--- config.mk ---
export PLATFORM = sky130hd
export DESIGN_NAME = nand_irq_unit
export DESIGN_NICKNAME = d
export VERILOG_FILES = /design/src/rtl/nand_irq_pkg.sv /design/src/rtl/nand_irq_ctrl.sv /design/src/rtl/nand_irq_datapath.sv /design/src/rtl/nand_irq_unit.sv
export SDC_FILE = /design/constraint.sdc
export NUM_CORES = 1
export LEC_CHECK = 0
export ABC_AREA = 1
export BUFFER_PORTS_ARGS = -buffer_cell sky130_fd_sc_hd__buf_2
export CORE_MARGIN = 2
export CORE_UTILIZATION = 44
export CTS_CLUSTER_SIZE = 14
export DETAILED_ROUTE_END_ITERATION = 16
export PLACE_DENSITY = 0.81
export REMOVE_ABC_BUFFERS = 1
export SYNTH_ARGS = -nofsm -noshare
export SYNTH_HDL_FRONTEND = slang
export SYNTH_HIERARCHICAL = 1
export SYNTH_SLANG_ARGS = --single-unit
--- constraint.sdc ---
create_clock -name clk -period 1.4 [get_ports clk]
set_input_delay 0.28 -clock clk [delete_from_list [all_inputs] [get_ports clk]]
set_output_delay 0.28 -clock clk [all_outputs]
set_load 0.01 [all_outputs]
--- src/rtl/nand_irq_pkg.sv ---
package nand_irq_pkg;
  localparam int SRC_N  = 6;
  localparam int DATA_W = 8;
  localparam int SEL_W  = 2;

  localparam logic [SEL_W-1:0] SEL_MASK   = 2'd0;
  localparam logic [SEL_W-1:0] SEL_STICKY = 2'd1;
  localparam logic [SEL_W-1:0] SEL_LIVE   = 2'd2;

  // live status bit positions
  localparam int LV_NAND = 0;
  localparam int LV_CTRL = 1;
  localparam int LV_ECC  = 2;
  localparam int LV_ERR  = 3;
  localparam int LV_CNT  = 4;
  localparam int LV_FAIL = 6;

  typedef struct packed {
    logic maskWr;
    logic stickyClr;
  } isuStrobe_t;
endpackage

--- src/rtl/nand_irq_ctrl.sv ---
module nand_irq_ctrl
  import nand_irq_pkg::*;
(
  input  logic [SEL_W-1:0] regSel,
  input  logic             regWr,
  input  logic             regRd,
  output isuStrobe_t       strb
);
  always_comb begin
    strb.maskWr    = regWr && (regSel == SEL_MASK);
    strb.stickyClr = regRd && (regSel == SEL_STICKY);
  end
endmodule

--- src/rtl/nand_irq_datapath.sv ---
module nand_irq_datapath
  import nand_irq_pkg::*;
#(
  parameter int CNT_W = 3
) (
  input  logic              clk,
  input  logic              rstN,
  input  isuStrobe_t        strb,
  input  logic [SRC_N-1:0]  evtIn,
  input  logic              nandRdyLvl,
  input  logic              ctrlRdyLvl,
  input  logic              eccRdyLvl,
  input  logic              errDetLvl,
  input  logic              decFailLvl,
  input  logic [CNT_W-1:0]  corrCnt,
  input  logic [SEL_W-1:0]  regSel,
  input  logic [DATA_W-1:0] wrData,
  output logic [DATA_W-1:0] rdData,
  output logic              irqOut
);
  localparam int FLD_W = 2;
  localparam int PAD_W = DATA_W - SRC_N;

  logic [SRC_N-1:0]  maskReg;
  logic [SRC_N-1:0]  sticky;
  logic [SRC_N-1:0]  stickyNext;
  logic [DATA_W-1:0] liveStat;
  logic [FLD_W-1:0]  cntField;
  logic [CNT_W-1:0]  cntMinus;

  // mask register
  always_ff @(posedge clk) begin
    if (!rstN)            maskReg <= '0;
    else if (strb.maskWr) maskReg <= wrData[SRC_N-1:0];
  end

  // sticky bits: read clears, same-cycle events survive
  always_comb stickyNext = (strb.stickyClr ? '0 : sticky) | evtIn;

  always_ff @(posedge clk) begin
    if (!rstN) sticky <= '0;
    else       sticky <= stickyNext;
  end

  // registered interrupt level
  always_ff @(posedge clk) begin
    if (!rstN) irqOut <= 1'b0;
    else       irqOut <= |(sticky & maskReg);
  end

  // live status packing
  always_comb begin
    cntMinus = corrCnt - CNT_W'(1);
    cntField = (errDetLvl && !decFailLvl) ? cntMinus[FLD_W-1:0] : '0;
    liveStat = '0;
    liveStat[LV_NAND] = nandRdyLvl;
    liveStat[LV_CTRL] = ctrlRdyLvl;
    liveStat[LV_ECC]  = eccRdyLvl;
    liveStat[LV_ERR]  = errDetLvl;
    liveStat[LV_CNT +: FLD_W] = cntField;
    liveStat[LV_FAIL] = decFailLvl;
  end

  always_comb begin
    unique case (regSel)
      SEL_MASK:   rdData = {{PAD_W{1'b0}}, maskReg};
      SEL_STICKY: rdData = {{PAD_W{1'b0}}, sticky};
      SEL_LIVE:   rdData = liveStat;
      default:    rdData = '0;
    endcase
  end

  // without a clear no sticky bit drops
  assert_sticky_hold_R2: assert property (@(posedge clk) disable iff (!rstN)
    !strb.stickyClr |=> ((sticky & $past(sticky)) == $past(sticky)));

  // after a clear only that cycle's events remain
  assert_clear_keep_evt_R4: assert property (@(posedge clk) disable iff (!rstN)
    strb.stickyClr |=> (sticky == $past(evtIn)));

  // interrupt follows masked sticky state one cycle later
  assert_irq_rise_R6: assert property (@(posedge clk) disable iff (!rstN)
    (|(sticky & maskReg)) |=> irqOut);
  assert_irq_fall_R6: assert property (@(posedge clk) disable iff (!rstN)
    !(|(sticky & maskReg)) |=> !irqOut);

  // count field zero when not meaningful
  always_comb begin
    if (rstN && (!errDetLvl || decFailLvl))
      assert_cnt_zero_R8: assert (liveStat[LV_CNT +: FLD_W] == '0);
  end
endmodule

--- src/rtl/nand_irq_unit.sv ---
module nand_irq_unit
  import nand_irq_pkg::*;
#(
  parameter int CNT_W = 3
) (
  input  logic              clk,
  input  logic              rstN,
  input  logic [SRC_N-1:0]  evtIn,
  input  logic              nandRdyLvl,
  input  logic              ctrlRdyLvl,
  input  logic              eccRdyLvl,
  input  logic              errDetLvl,
  input  logic              decFailLvl,
  input  logic [CNT_W-1:0]  corrCnt,
  input  logic [SEL_W-1:0]  regSel,
  input  logic              regWr,
  input  logic              regRd,
  input  logic [DATA_W-1:0] wrData,
  output logic [DATA_W-1:0] rdData,
  output logic              irqOut
);
  isuStrobe_t strb;

  nand_irq_ctrl u_ctrl (
    .regSel(regSel), .regWr(regWr), .regRd(regRd), .strb(strb)
  );

  nand_irq_datapath #(.CNT_W(CNT_W)) u_dp (
    .clk(clk), .rstN(rstN), .strb(strb), .evtIn(evtIn),
    .nandRdyLvl(nandRdyLvl), .ctrlRdyLvl(ctrlRdyLvl), .eccRdyLvl(eccRdyLvl),
    .errDetLvl(errDetLvl), .decFailLvl(decFailLvl), .corrCnt(corrCnt),
    .regSel(regSel), .wrData(wrData), .rdData(rdData), .irqOut(irqOut)
  );
endmodule

==> key figures <==
Run status
  • Outcome: complete, no violations

Route
  • Detailed-route DRC error count: 0
  • Detailed Route WL: around 1500 um
  • TritonRoute pass-1 iters: 4
  • Met2 wire len: a little over 700 um
  • Post-route ant nets: 0
  • Vias: roughly 700
  • Post-Route M1 WL: 637 um
  • Routed len/inst: between 9 and 10 um
  • Drt initial violations: 14
  • Met3 Routed Length: a little over 90 um
  • DR top layer: met4
  • Via/cell ratio: between 4 and 5

CTS
  • Clock Path Buffers: 2
  • # hold bufs at CTS: 0
  • CTS tree: done
  • H-tree depth: 1
  • Worst skew pair latency: 0.26 ns
  • Post_cts resized: 0
  • CTS sink count: 13
  • Setup bufs post-CTS: 0
  • Clock-pin slew on the worst setup and hold paths: approximately 0.070 ns
  • Clk Tree Root Cell: clkbuf_4
  • CTS buffer count: 3

Setup path
  • Critical path class: in2out
  • CP dominant cell by count: buf_2
  • Slowest CP cell: nor2_2
  • Crit-path max cell delay: 0.25 ns
  • Crit-path cells: buf_2 -> nor2_2 -> nand2_1 -> nand3_1 -> buf_2
  • WP data required: ~1.1 ns
  • CP Capture Type: output port
  • Worst-path maximum fanout: 6
  • Startpoint types: input pin
  • CP Data Arrival Time: 0.97 ns

Yosys
  • Mean Syn Cell Area: between 6 and 7 sq um
  • Post-Synthesis Cells: 100
  • Sequential element share of the synthesized area: 0.415
  • Netlist Area Pre-Place: ~630 sq um
  • FF+latch count, synth: 13
  • Yosys warns: 6
  • Synth cell types: 12

Job
  • Max-Cap Viols: 0

Timing
  • Post-Route Setup TNS: 0 ns
  • Final setup viols: 0
  • Final min period: about 1.3 ns
  • Tcrit/Tclk final: 0.893
  • RSZ-0062 raised after global routing: false
  • Max-slew violations: 0
  • Max Fclk: about 0.8 GHz
  • Final Hold Vio Count: 0
  • Worst Skew: around 0.0012 ns

Floorplanning
  • Die Width: approximately 42 um
  • Die Y: approximately 42 um
  • I/O pin cnt: 37
  • Starting Density: 0.476
  • Row cnt: 13
  • Die ar.: around 0.0017 sq mm
  • Core area: approximately 0.0013 sq mm

Placed design
  • PortBufs: 32
  • Placed instance count: roughly 150
  • HPWL after DPL: about 1200 um
  • Final RePlAce weighted congestion: around 0.8

Power
  • Static leakage: 0.449 nW
  • P_int: 0.564 mW
  • Sw power: 0.190 mW
  • PwrDens: 914 mW/mm^2
  • Power share of the combinational group: 0.178
  • Peak VDD IR: approximately 0.75 mV
  • Switching share of power: 0.252
  • Flop pwr share: 0.543
  • Clk pwr share: 0.279

Global route
  • Largest net degree at the start of global routing: 8
  • Number of global-route vias before repair: approximately 660
  • Antenna violations before repair: 0
  • GR Overflow Total: 0
  • Global Route Usage Sum: 0.179
  • Global-route wire length before repair: ~2400 um

Layout
  • Non-Filler Instances: 150
  • Layout Nets: 164
  • Diode count: 0
  • Share of post-route cells with drive strength above 1: 0.296
  • Area grow syn2layout: 31.5%

Hold path
  • HP Class: in2reg
==> through the flow <==
| step | util | hold WS (ns) | instance area [sq um] | power (mW) | worst slack [ns] |
|---|---|---|---|---|---|
| detailed placement | 0.606 | 0.492 | 798 | 0.552 | 0.163 |
| floorplan | - | 0.397 | 619 | 0.483 | 0.469 |
| global route | 0.626 | 0.216 | 825 | 0.804 | 0.0990 |
| CTS | 0.626 | 0.220 | 825 | 0.762 | 0.160 |
| global placement | 0.606 | 0.484 | 798 | 0.547 | 0.169 |
| finish | 0.626 | 0.222 | 825 | 0.754 | 0.150 |
==> area by class of cell <==
cell class              count  area (sq um)
fillers                   134           493
multi-input cells          78           329
flip-flops and latches     13           260
repair buffers             32           160
inverters                   8          30.0
clock buffers               4          26.3
well taps                  15          18.8
==> worst max-delay path, delay by kind of cell <==
| family | cells | cell delay, ns |
|---|---|---|
| and+or+nand+nor | 3 | 0.43 |
| buffers and inverters | 2 | 0.26 |
==> kinds of logic after synthesis <==
family	count (synthesis)	synth area share
flops	13	0.415
buf+inv	9	0.0599
simple gates	63	0.401
other cells	1	0.00598
xor+xnor	1	0.0140
compound gates	13	0.104
==> synthesized netlist by cell type <==
| master | number | area, sq um |
|---|---|---|
| buf_4 | 1 | 7.51 |
| xnor2_1 | 1 | 8.76 |
| o21ai_0 | 6 | 30.0 |
| a21oi_1 | 7 | 35.0 |
| nand3_1 | 6 | 30.0 |
| dfxtp_1 | 13 | 260 |
| nor2_2 | 3 | 18.8 |
| nor2_1 | 23 | 86.3 |
| nand2_1 | 31 | 116 |
| conb_1 | 1 | 3.75 |
| inv_1 | 6 | 22.5 |
| inv_2 | 2 | 7.51 |
==> final timing paths <==
check,startpoint,to,slack (ns),cells after the start
min,evtIn[0],u_dp/sticky[0]$_SDFF_PN0_,0.22,3
min reg2reg,u_dp/sticky[0]$_SDFF_PN0_,u_dp/sticky[0]$_SDFF_PN0_,0.52,2
max reg2reg,u_dp/sticky[0]$_SDFF_PN0_,u_dp/irqOut$_SDFF_PN0_,0.65,4
max,regSel[0],rdData[4],0.15,5
==> per-layer routing <==
metal / up-vias / track usage
met5: - / 0
met4: 0 / 0.0968
met3: 4 / 0.0391
met2: 27 / 0.331
met1: 306 / 0.184
li1: 382 / -
==> sequential cells by signal (all words and copies together), names as in the netlist <==
signal,count
u_dp/maskReg,6
u_dp/irqOut,1
u_dp/sticky,6
==> power by group through the flow <==
| stage | logic (mW) | clock network (mW) | registers [mW] |
|---|---|---|---|
| 3_3_place_gp | 0.130 | 0 | 0.417 |
| 3_5_place_dp | 0.134 | 0 | 0.418 |
| 6_report | 0.134 | 0.210 | 0.409 |
| 5_1_grt | 0.151 | 0.240 | 0.413 |
| 2_1_floorplan | 0.0686 | 0 | 0.415 |
| 4_1_cts | 0.135 | 0.218 | 0.409 |
==> layout by cell type (no fill, tap or decap), drive strengths merged <==
cell type  count
a21oi          7
buf           32
clkbuf         4
conb           1
dfxtp         13
inv            8
nand2         31
nand3          6
nor2          26
o21ai          6
xnor2          1
Note: power is estimated with default switching activity, not from simulation.
